[src/rtl/qlr_pkg.sv]
package qlr_pkg;

    typedef enum logic [1:0] {
        MODE_SINGLE   = 2'd0,
        MODE_PARALLEL = 2'd1,
        MODE_STACKED  = 2'd2,
        MODE_RSVD     = 2'd3
    } lane_mode_e;

    typedef enum logic [2:0] {
        PH_IDLE  = 3'd0,
        PH_CMD   = 3'd1,
        PH_ADDR  = 3'd2,
        PH_WDATA = 3'd3,
        PH_RDATA = 3'd4
    } xfer_phase_e;

    localparam int NUM_GROUPS = 2;
    localparam int GROUP_W    = 4;
    localparam int ADDR3_W    = 24;

    // Phases in which the router owns the lanes.
    function automatic logic phase_drives(xfer_phase_e p);
        return (p == PH_CMD) || (p == PH_ADDR) || (p == PH_WDATA);
    endfunction

    // Whether lane group g is wired to a device in mode m.
    function automatic logic group_used(lane_mode_e m, int g);
        if (g == 0) return (m != MODE_RSVD);
        return (m == MODE_PARALLEL);
    endfunction

endpackage

[src/rtl/qlr_addr_map.sv]
module qlr_addr_map
    import qlr_pkg::*;
#(
    parameter int          HOST_AW   = 32,
    parameter int          LEN_W     = 16,
    parameter int unsigned DEV_BYTES = 32'h0200_0000,
    parameter int          DEV_AW    = 25
) (
    input  lane_mode_e          mode,
    input  logic                stack_sel,
    input  logic                use_addr,
    input  logic [HOST_AW-1:0]  host_addr,
    input  logic [LEN_W-1:0]    host_len,
    output logic [DEV_AW-1:0]   dev_local,
    output logic                sel_hi,
    output logic                err
);
    localparam logic [HOST_AW:0] ONE_DEV = (HOST_AW+1)'(DEV_BYTES);
    localparam logic [HOST_AW:0] TWO_DEV = ONE_DEV << 1;

    logic [HOST_AW:0] addr_x;
    logic [HOST_AW:0] local_x;
    logic             in_range;
    logic             upper;
    logic             odd;

    always_comb begin
        addr_x   = {1'b0, host_addr};
        in_range = (mode == MODE_SINGLE) ? (addr_x < ONE_DEV) : (addr_x < TWO_DEV);
        upper    = (addr_x >= ONE_DEV);
        local_x  = '0;
        sel_hi   = 1'b0;
        odd      = 1'b0;
        unique case (mode)
            MODE_SINGLE:   local_x = addr_x;
            MODE_PARALLEL: begin
                local_x = addr_x >> 1;
                odd     = host_addr[0] | host_len[0];
            end
            MODE_STACKED: begin
                local_x = upper ? (addr_x - ONE_DEV) : addr_x;
                sel_hi  = use_addr ? upper : stack_sel;
            end
            default: ;
        endcase
        if (!use_addr) local_x = '0;
        err       = (mode == MODE_RSVD) || (use_addr && (!in_range || odd));
        dev_local = local_x[DEV_AW-1:0];
    end

endmodule

[src/rtl/qlr_cs_ctrl.sv]
module qlr_cs_ctrl
    import qlr_pkg::*;
#(
    parameter int DEV_AW = 25,
    parameter int BANK_W = 1
) (
    input  logic               clk,
    input  logic               rst,
    input  logic               txn_start,
    input  logic               txn_end,
    input  lane_mode_e         mode_in,
    input  logic               sel_hi_in,
    input  logic               err_in,
    input  logic [DEV_AW-1:0]  local_in,
    output lane_mode_e         mode_q,
    output logic               live,
    output logic               err_q,
    output logic               cs0_n,
    output logic               cs1_n,
    output logic [ADDR3_W-1:0] dev_addr,
    output logic [BANK_W-1:0]  dev_bank
);
    localparam int PAD_W = ADDR3_W + BANK_W;

    logic              active_q;
    logic              sel_q;
    logic [PAD_W-1:0]  addr_q;

    always_ff @(posedge clk) begin
        if (rst) begin
            active_q <= 1'b0;
            sel_q    <= 1'b0;
            err_q    <= 1'b0;
            mode_q   <= MODE_SINGLE;
            addr_q   <= '0;
        end else if (txn_start) begin
            active_q <= 1'b1;
            sel_q    <= sel_hi_in;
            err_q    <= err_in;
            mode_q   <= mode_in;
            addr_q   <= PAD_W'(local_in);
        end else if (txn_end) begin
            active_q <= 1'b0;
        end
    end

    always_comb begin
        live     = active_q && !err_q;
        cs0_n    = !(live && (mode_q == MODE_SINGLE || mode_q == MODE_PARALLEL ||
                              (mode_q == MODE_STACKED && !sel_q)));
        cs1_n    = !(live && (mode_q == MODE_PARALLEL ||
                              (mode_q == MODE_STACKED && sel_q)));
        dev_addr = addr_q[ADDR3_W-1:0];
        dev_bank = addr_q[PAD_W-1:ADDR3_W];
    end

    // an asserted select persists until the transaction is closed
    p_cs_hold_r13: assert property (@(posedge clk) disable iff (rst)
        (!cs0_n && !txn_end && !txn_start) |=> !cs0_n);

endmodule

[src/rtl/qlr_lane_mux.sv]
module qlr_lane_mux
    import qlr_pkg::*;
(
    input  logic                            live,
    input  lane_mode_e                      mode_q,
    input  xfer_phase_e                     phase,
    input  logic [7:0]                      tx_byte,
    input  logic [NUM_GROUPS*GROUP_W-1:0]   io_i,
    output logic [NUM_GROUPS*GROUP_W-1:0]   io_o,
    output logic [NUM_GROUPS-1:0]           io_oe,
    output logic [7:0]                      rx_byte
);
    logic split;
    assign split = (mode_q == MODE_PARALLEL);

    for (genvar g = 0; g < NUM_GROUPS; g++) begin : g_grp
        always_comb begin
            io_oe[g] = live && phase_drives(phase) && group_used(mode_q, g);
            if (split && phase == PH_WDATA)
                io_o[g*GROUP_W +: GROUP_W] = tx_byte[g*GROUP_W +: GROUP_W];
            else
                io_o[g*GROUP_W +: GROUP_W] = tx_byte[GROUP_W-1:0];
        end
    end

    always_comb begin
        rx_byte = '0;
        if (live && phase == PH_RDATA)
            rx_byte = split ? io_i[7:0] : {4'h0, io_i[GROUP_W-1:0]};
    end

endmodule

[src/rtl/qspi_lane_router.sv]
module qspi_lane_router
    import qlr_pkg::*;
#(
    parameter int          HOST_AW   = 32,
    parameter int          LEN_W     = 16,
    parameter int unsigned DEV_BYTES = 32'h0200_0000,
    localparam int         DEV_AW    = $clog2(DEV_BYTES),
    localparam int         BANK_W    = (DEV_AW > ADDR3_W) ? DEV_AW - ADDR3_W : 1
) (
    input  logic               clk,
    input  logic               rst,
    input  logic [1:0]         cfg_mode,
    input  logic               cfg_stack_sel,
    input  logic               txn_start,
    input  logic               txn_end,
    input  logic               txn_use_addr,
    input  logic [HOST_AW-1:0] host_addr,
    input  logic [LEN_W-1:0]   host_len,
    input  logic [2:0]         phase,
    input  logic [7:0]         tx_byte,
    output logic [7:0]         rx_byte,
    input  logic [3:0]         g0_io_i,
    output logic [3:0]         g0_io_o,
    output logic               g0_io_oe,
    input  logic [3:0]         g1_io_i,
    output logic [3:0]         g1_io_o,
    output logic               g1_io_oe,
    output logic               cs0_n,
    output logic               cs1_n,
    output logic [23:0]        dev_addr,
    output logic [BANK_W-1:0]  dev_bank,
    output logic               addr_err
);
    lane_mode_e                   mode_q;
    logic                         live;
    logic [DEV_AW-1:0]            map_local;
    logic                         map_sel;
    logic                         map_err;
    logic [NUM_GROUPS*GROUP_W-1:0] io_o_w;
    logic [NUM_GROUPS-1:0]        io_oe_w;

    qlr_addr_map #(
        .HOST_AW(HOST_AW), .LEN_W(LEN_W), .DEV_BYTES(DEV_BYTES), .DEV_AW(DEV_AW)
    ) u_map (
        .mode(lane_mode_e'(cfg_mode)), .stack_sel(cfg_stack_sel), .use_addr(txn_use_addr),
        .host_addr(host_addr), .host_len(host_len),
        .dev_local(map_local), .sel_hi(map_sel), .err(map_err)
    );

    qlr_cs_ctrl #(.DEV_AW(DEV_AW), .BANK_W(BANK_W)) u_cs (
        .clk(clk), .rst(rst), .txn_start(txn_start), .txn_end(txn_end),
        .mode_in(lane_mode_e'(cfg_mode)), .sel_hi_in(map_sel), .err_in(map_err),
        .local_in(map_local), .mode_q(mode_q), .live(live), .err_q(addr_err),
        .cs0_n(cs0_n), .cs1_n(cs1_n), .dev_addr(dev_addr), .dev_bank(dev_bank)
    );

    qlr_lane_mux u_mux (
        .live(live), .mode_q(mode_q), .phase(xfer_phase_e'(phase)), .tx_byte(tx_byte),
        .io_i({g1_io_i, g0_io_i}), .io_o(io_o_w), .io_oe(io_oe_w), .rx_byte(rx_byte)
    );

    assign g0_io_o  = io_o_w[3:0];
    assign g1_io_o  = io_o_w[7:4];
    assign g0_io_oe = io_oe_w[0];
    assign g1_io_oe = io_oe_w[1];

    // stacked devices are never selected together
    p_stack_one_cs_r8: assert property (@(posedge clk) disable iff (rst)
        (mode_q == MODE_STACKED) |-> (cs0_n || cs1_n));

    // parallel devices share one select
    p_par_cs_pair_r6: assert property (@(posedge clk) disable iff (rst)
        (mode_q == MODE_PARALLEL) |-> (cs0_n == cs1_n));

    // a rejected transaction leaves pins quiet
    p_err_quiet_r10: assert property (@(posedge clk) disable iff (rst)
        addr_err |-> (cs0_n && cs1_n && !g0_io_oe && !g1_io_oe));

    // lanes are released while the flash drives them
    p_rdata_hiz_r11: assert property (@(posedge clk) disable iff (rst)
        (phase == 3'd4) |-> (!g0_io_oe && !g1_io_oe));

endmodule

[config.mk]
export PLATFORM = sky130hd
export DESIGN_NAME = qspi_lane_router
export DESIGN_NICKNAME = d
export VERILOG_FILES = /design/src/rtl/qlr_pkg.sv /design/src/rtl/qlr_addr_map.sv /design/src/rtl/qlr_cs_ctrl.sv /design/src/rtl/qlr_lane_mux.sv /design/src/rtl/qspi_lane_router.sv
export SDC_FILE = /design/constraint.sdc
export NUM_CORES = 1
export LEC_CHECK = 0
export BUFFER_PORTS_ARGS = -buffer_cell sky130_fd_sc_hd__buf_2
export CORE_MARGIN = 3
export CORE_UTILIZATION = 44
export CTS_BUF_LIST = sky130_fd_sc_hd__clkbuf_8
export CTS_CLUSTER_DIAMETER = 120
export DETAILED_ROUTE_END_ITERATION = 16
export HOLD_SLACK_MARGIN = 0.08
export PLACE_DENSITY = 0.86
export SLEW_MARGIN = 20
export SYNTH_ARGS = -nofsm -noshare
export SYNTH_HDL_FRONTEND = slang
export SYNTH_HIERARCHICAL = 1
export SYNTH_SLANG_ARGS = --single-unit
[constraint.sdc]
create_clock -name clk -period 1.4 [get_ports clk]
set_input_delay 0.07 -clock clk [delete_from_list [all_inputs] [get_ports clk]]
set_output_delay 0.07 -clock clk [all_outputs]
set_load 0.005 [all_outputs]
==> run summary, run 1 <==
outcome - finished with violations
failing checks - setup timing
CTS Buf Count - 5
post-synth cell types - 28
routed wl met2 - 2.71 mm
final hold vios - 0
Layout Area Growth over Synthesis - 37.0%
CTS max path bufs - 2
hold worst-path end - u_cs/addr_q[21]$_SDFFE_PP0P_
Placed Instances - 367
Slew Limit Fails - 0
fin crit period - 1.58 ns
Met3 Routed Length - 460 um
clk slew on worst S/H paths - 0.06 ns
reg2reg start - u_cs/err_q$_SDFFE_PP0P_
share of the cycle needed by the critical path after routing - 113%
worst min-delay path class - primary input to flop
vias in the first global route - 1,755
maximum operating frequency - 0.632 GHz
detailed placement HPWL - 3.80 mm
Sequential Area - 604 um2
via count - 1,890
Critical Path AT - 1.51 ns
Die X - 71.6 um
type of origin of the critical path - flop
H-tree levels - 2
Yosys warnings - 6
syn_area_per_cell - 8.48 um2
share of layout cells above drive strength 1 - 42.4%
DR vias/cell - 4.97
CTS tree - yes
Final #Nets - 406
M1 wire length - 2.05 mm
gr usage total - 19.3%
Antenna diodes - 0
Max Cap Viol - 0
Port Buffers - 105
clock skew - 0 ns
DRC Markers - 0
1st-pass router iterations - 4
Worst Setup End Kind - primary output
Clk Latency, worst-skew pair - 0.26 ns
total power per unit cell area - 781 nW/um2
Pleak - 1.33 nW
multi-input logic area - 1170 um2
CP Class - flop to primary output
pin count of the biggest net entering global routing - 32
io pins - 121
routability cong. - 0.739
max layer used - met5
synthesized area - 1890 um2
Gate Count Post-Synth - 223
Initial DRC Count - 73
chip height - 71.6 um
Max Fanout on Critical Path - 2
Peak VDD IR - 0.000731 V
Core ar. - 4090 um2
setup tns final - -1.25 ns
worst hold start - host_addr[22]
Final WS setup - -0.183 ns
Routed WL - 5.32 mm
antenna violations before repair - 1
reg-to-reg setup timing slack - 0.60 ns
CTS sink count - 30
sequential-to-total area share from yosys stat - 31.7%
syn nets - 298
row count - 23
ANT nets after route - 0
RSZ-0062 raised after global routing - yes
count of final setup violators - 12
final core occ - 63.4%
Req. time, crit path - 1.33 ns
CTS root buffer - clkbuf_8
detailed-route wire length per cell - 14.0 um
cell depth of the worst flop-to-flop path - 3
non-filler cells, final - 380
total grt overflow - 0
#FFs+latches synth - 30
fillcell total - 348
Slew HR - 41.5%
Reg2Reg Capture Point - u_cs/err_q$_SDFFE_PP0P_
first-pass GRT wire length - 7.90 mm
die area - 5120 um2
slew at the pin with the worst max-slew slack - 0.874 ns
hold-critical path depth - 5
Initial Util - 46.3%
cell type report:
cell class	count	share of cell area [%]
Timing Repair Buffer	120	25.8
Sequential cell	30	23.3
Tap cell	50	2.41
Inverter	2	0.290
Clock buffer	6	3.19
Multi-Input combinational cell	172	45.0
registers in the layout, summed over array words and instances (netlist names):
signal and flops:
u_cs/active_q 1, u_cs/addr_q 25, u_cs/err_q 1, u_cs/mode_q 2, u_cs/sel_q 1
cell usage after synthesis (all sizes together):
cell / count / share of area, %
clkbuf: 8 / 1.6
o21ai: 4 / 1.1
nand2: 3 / 0.60
nand3b: 2 / 0.79
a21boi: 2 / 0.79
and4bb: 1 / 0.66
or4: 1 / 0.60
inv: 2 / 0.40
nor2b: 50 / 17
o211ai: 1 / 0.40
and3b: 2 / 0.93
nor3b: 1 / 0.40
o21a: 1 / 0.40
a21oi: 26 / 6.9
nor4: 1 / 0.33
nand2b: 4 / 1.7
nor3: 1 / 0.86
dfxtp: 30 / 32
nor2: 30 / 6.0
mux2i: 29 / 15
o41ai: 1 / 0.86
and2: 8 / 2.6
mux2: 4 / 2.4
buf: 11 / 6.2
layout by cell type, fill, tap and decap left out, drive strengths merged, types with 2 or more instances in the layout:
master / Yosys / routed
buf: 11 / 119
nor2b: 50 / 50
nor2: 30 / 30
dfxtp: 30 / 30
mux2i: 29 / 29
a21oi: 26 / 26
and2: 8 / 8
clkbuf: 8 / 6
mux2: 4 / 4
o21ai: 4 / 4
nand2b: 4 / 4
nand2: 3 / 3
inv: 2 / 2
nand3b: 2 / 2
a21boi: 2 / 2
and3b: 2 / 2
metrics by stage:
step | setup WS (ns) | cell area [um2] | hold WS [ns] | power, mW
detailed placement | -0.0743 | 2410 | 0.320 | 1.35
global route | -0.228 | 2590 | 0.254 | 2.14
finish | -0.183 | 2590 | 0.217 | 2.02
CTS | -0.155 | 2530 | 0.205 | 2.03
floorplan | 0.190 | 1890 | 0.217 | 1.18
global placement | -0.0233 | 2410 | 0.319 | 1.34
repair_timing:
| action | CTS | global route |
|---|---|---|
| pin swaps | 6 | 2 |
| hold buffers | 1 | 0 |
| buffers inserted | 2 | 4 |
| gates cloned | 0 | 0 |
| setup endpoints to repair | 9 | 12 |
| gates resized for setup | 5 | 10 |
| endpoints found under the hold margin | 1 | 0 |
how the worst max path moves through the flow:
stage	start	endpoint	cells past startpoint
finish	u_cs/mode_q[1]$_SDFFE_PP0P_	g1_io_o[0]	5
global route	u_cs/mode_q[1]$_SDFFE_PP0P_	g1_io_o[3]	5
CTS	u_cs/mode_q[1]$_SDFFE_PP0P_	g1_io_o[3]	4
detailed placement	cfg_mode[0]	u_cs/addr_q[5]$_SDFFE_PP0P_	6
global placement	cfg_mode[0]	u_cs/addr_q[17]$_SDFFE_PP0P_	6
floorplan	host_addr[29]	u_cs/err_q$_SDFFE_PP0P_	5
power by group:
group	internal (mW)	total, mW	switching, mW
sequential	0.889	0.907	0.0187
clock	0.378	0.666	0.288
combinational	0.239	0.451	0.212
total	1.51	2.02	0.519
cell families (layout without fill, tap and decap cells):
| logic type | Yosys count | after routing | share of synthesized area, % |
|---|---|---|---|
| buf+inv | 21 | 128 | 8.14 |
| compound gates | 35 | 35 | 10.4 |
| mux | 33 | 33 | 17.7 |
| simple gates | 104 | 104 | 32.0 |
| flops | 30 | 30 | 31.7 |
metal layers:
| metal | vias up | global-route usage, % |
|---|---|---|
| met5 | - | 0 |
| met4 | 2 | 7.72 |
| met3 | 11 | 5.33 |
| met2 | 86 | 35.1 |
| met1 | 844 | 21.1 |
| li1 | 947 | - |
critical path, stage by stage (launching register included):
cell and delay [ns]:
dfxtp_2 0.32, nand2b_4 0.15, nor3_4 0.20, buf_4 0.16, mux2_4 0.30, buf_2 0.13
Power figures use the tool's default switching activity.
==> inputs of run 2 (changes only) <==
ABC_AREA = 1   (was default)
PLACE_DENSITY = 0.85   (was 0.86)
==> run summary, run 2 <==
outcome - completed
setup tns final - 0 ns (+1.25 ns)
Layout Area Growth over Synthesis - 29.0%
#FFs+latches synth - 30 (unchanged)
Reg2Reg Capture Point - u_cs/active_q$_SDFFE_PP0P_
syn_area_per_cell - 6.78 um2 (-20%)
Peak VDD IR - 0.000500 V (-32%)
Worst Setup End Kind - primary output
die area - 5290 um2 (+3.3%)
Largest register FFs - 25 (unchanged)
maximum operating frequency - 0.793 GHz (+25%)
DR vias/cell - 4.88 (-1.9%)
CP Class - flop to primary output
RSZ-0062 raised after global routing - no
detailed-route wire length per cell - 12.0 um (-14%)
number of synthesized flops with an enable pin - 0 (unchanged)
detailed placement HPWL - 4.05 mm (+6.6%)
Initial Util - 47.3% (+1.0 points)
reg-to-reg setup timing slack - 0.31 ns (-0.29 ns)
clock skew - 0 ns (unchanged)
Die X - 72.8 um (+1.7%)
CTS tree - yes
fin crit period - 1.26 ns (-0.322 ns)
syn nets - 364 (+22%)
Antenna diodes - 0 (unchanged)
biggest regs - u_cs/addr_q x25, u_cs/mode_q x2
worst min-delay path class - primary input to flop
M1 wire length - 2.14 mm (+4.4%)
Core ar. - 4140 um2 (+1.4%)
final hold vios - 0 (unchanged)
Clk Latency, worst-skew pair - 0.28 ns (+0.02 ns)
share of the cycle needed by the critical path after routing - 90.1% (-23 points)
final core occ - 61.1% (-2.4 points)
Finished Cell Area - 2530 um2 (-2.4%)
Max Fanout on Critical Path - 9 (+7)
1st-pass router iterations - 4 (unchanged)
vias in the first global route - 1,905 (+8.5%)
CTS Buf Count - 5 (unchanged)
Max Cap Viol - 0 (unchanged)
via count - 2,146 (+14%)
most frequent cells in the layout - buf_2, nor2_1, nand2_1
share of layout cells above drive strength 1 - 44.4% (+1.9 points)
Fin Hold WS - 0.0848 ns (-0.133 ns)
Critical Path AT - 1.19 ns (-0.32 ns)
Port Buffers - 105 (unchanged)
gr usage total - 20.6% (+1.3 points)
Setup crit start - u_cs/mode_q[1]$_SDFFE_PP0P_
CTS max path bufs - 2 (unchanged)
Final #Nets - 465 (+15%)
Post-synth top cells - nor2_1, nand2_1, dfxtp_1
post-synth cell types - 27 (-3.6%)
cell depth of the worst flop-to-flop path - 3 (unchanged)
slew at the pin with the worst max-slew slack - 0.416 ns (-0.457 ns)
ANT nets after route - 0 (unchanged)
chip height - 72.8 um (+1.7%)
row count - 23 (unchanged)
Gate Count Post-Synth - 289 (+30%)
Post-CTS Setup Bufs - 0 (-2)
CTS root buffer - clkbuf_8
cell area after placement - 2430 um2 (+0.78%)
fraction of registers with async set/reset - 0% (unchanged)
H-tree levels - 2 (unchanged)
total grt overflow - 0 (unchanged)
type of origin of the critical path - flop
Yosys top cell by area - dfxtp_1
clk slew on worst S/H paths - 0.06 ns (about the same)
Biggest register - u_cs/addr_q
total power per unit cell area - 818 nW/um2 (+4.7%)
synth top area cells - dfxtp_1, nor2_1, nand2_1
routed wl met2 - 2.44 mm (-10%)
routability cong. - 0.860 (+16%)
Final Total Pwr - 2.07 mW (+2.2%)
share of the synthesized area in the top cell type - 30.6% (-1.1 points)
DRC Markers - 0 (unchanged)
pin count of the biggest net entering global routing - 31 (-3.1%)
first-pass GRT wire length - 8.57 mm (+8.5%)
sequential-to-total area share from yosys stat - 30.6% (-1.1 points)
Slew HR - 72.2% (+31 points)
Setup crit end - g1_io_o[0]
Met3 Routed Length - 579 um (+26%)
Routed WL - 5.29 mm (-0.64%)
io pins - 121 (unchanged)
Req. time, crit path - 1.33 ns (about the same)
reg2reg start - u_cs/active_q$_SDFFE_PP0P_
synthesized area - 1960 um2 (+3.6%)
commonest non-fill, non-tap cell in the layout - buf_2
antenna violations before repair - 0 (-1)
count of final setup violators - 0 (-12)
max layer used - met4
Initial DRC Count - 126 (+73%)
top-count cell post-synth - nor2_1
Pleak - 1.30 nW (-1.8%)
Slew Limit Fails - 0 (unchanged)
CTS sink count - 30 (unchanged)
top_reg_cell synth - dfxtp_1
Yosys warnings - 6 (unchanged)
-- run 2: cell count changes after synthesis, sizes merged, moves of 4 or more --
| cell | change |
|---|---|
| inv | +15 |
| nand3 | +6 |
| nor2b | -50 |
| o21ai | +27 |
| mux2i | -29 |
| nor2 | +46 |
| and2 | -8 |
| buf | +6 |
| nand2 | +75 |
| mux2 | -4 |
| clkbuf | -6 |
| nand2b | -4 |
-- run 2: where the power goes --
group | switching, mW | total [mW] | leakage [nW] | internal, mW
Sequential | 0.0274 | 0.936 | 0.249 | 0.909
Combinational | 0.283 | 0.499 | 1.01 | 0.216
Clock | 0.308 | 0.634 | 0.0466 | 0.327
-- run 2: cell families (layout without fill, tap and decap cells) --
family	after synthesis	count (layout)	synth area share, %
buf+inv	37	138	12.8
compound gates	59	59	19.3
simple gates	163	163	37.2
flops	30	30	30.6
-- run 2: routing by layer --
metal / up-vias / GRT usage, %
li1: 1106 / -
met1: 936 / 23.6
met2: 91 / 34.8
met3: 13 / 7.44
met4: 0 / 8.20
met5: - / 0
-- run 2: worst max-delay path, stage by stage, from the launching register on --
cell and delay, ns:
dfxtp_1 0.38, inv_1 0.05, nand2_1 0.11, inv_4 0.08, nand2_4 0.08, nand2_1 0.05, nand2_1 0.05, buf_2 0.10
-- run 2: area by class of cell --
cell class,instances,area [um2]
Clock inverter,2,7.51
Multi-Input combinational cell,222,1110
Fill cell,395,1610
Inverter,18,75.1
Timing Repair Buffer,113,603
Sequential cell,30,602
Tap cell,50,62.6
Clock buffer,5,68.8
-- run 2: worst min-delay path by stage --
| stage | start | end | slack [ns] | cells past startpoint |
|---|---|---|---|---|
| finish | cfg_mode[0] | u_cs/mode_q[0]$_SDFFE_PP0P_ | 0.08 | 3 |
| global route | cfg_mode[0] | u_cs/mode_q[0]$_SDFFE_PP0P_ | 0.11 | 3 |
| CTS | cfg_mode[0] | u_cs/mode_q[0]$_SDFFE_PP0P_ | 0.08 | 3 |
| detailed placement | rst | u_cs/active_q$_SDFFE_PP0P_ | 0.26 | 2 |
| global placement | rst | u_cs/active_q$_SDFFE_PP0P_ | 0.25 | 2 |
| floorplan | rst | u_cs/active_q$_SDFFE_PP0P_ | 0.13 | 1 |
-- run 2: metrics by stage --
step / worst slack, ns / instances
floorplan: 0.537 / 289
global placement: 0.333 / 431
detailed placement: 0.289 / 431
CTS: 0.0297 / 440
global route: 0.0123 / 440
finish: 0.139 / 440
-- run 2: timing repair --
| item | 4_1_cts | 5_1_grt |
|---|---|---|
| endpoints found under the setup margin | 0 | 11 |
| hold endpoints to repair | 1 | 0 |
| gates resized for setup | 0 | 5 |
| hold buffers | 2 | 0 |
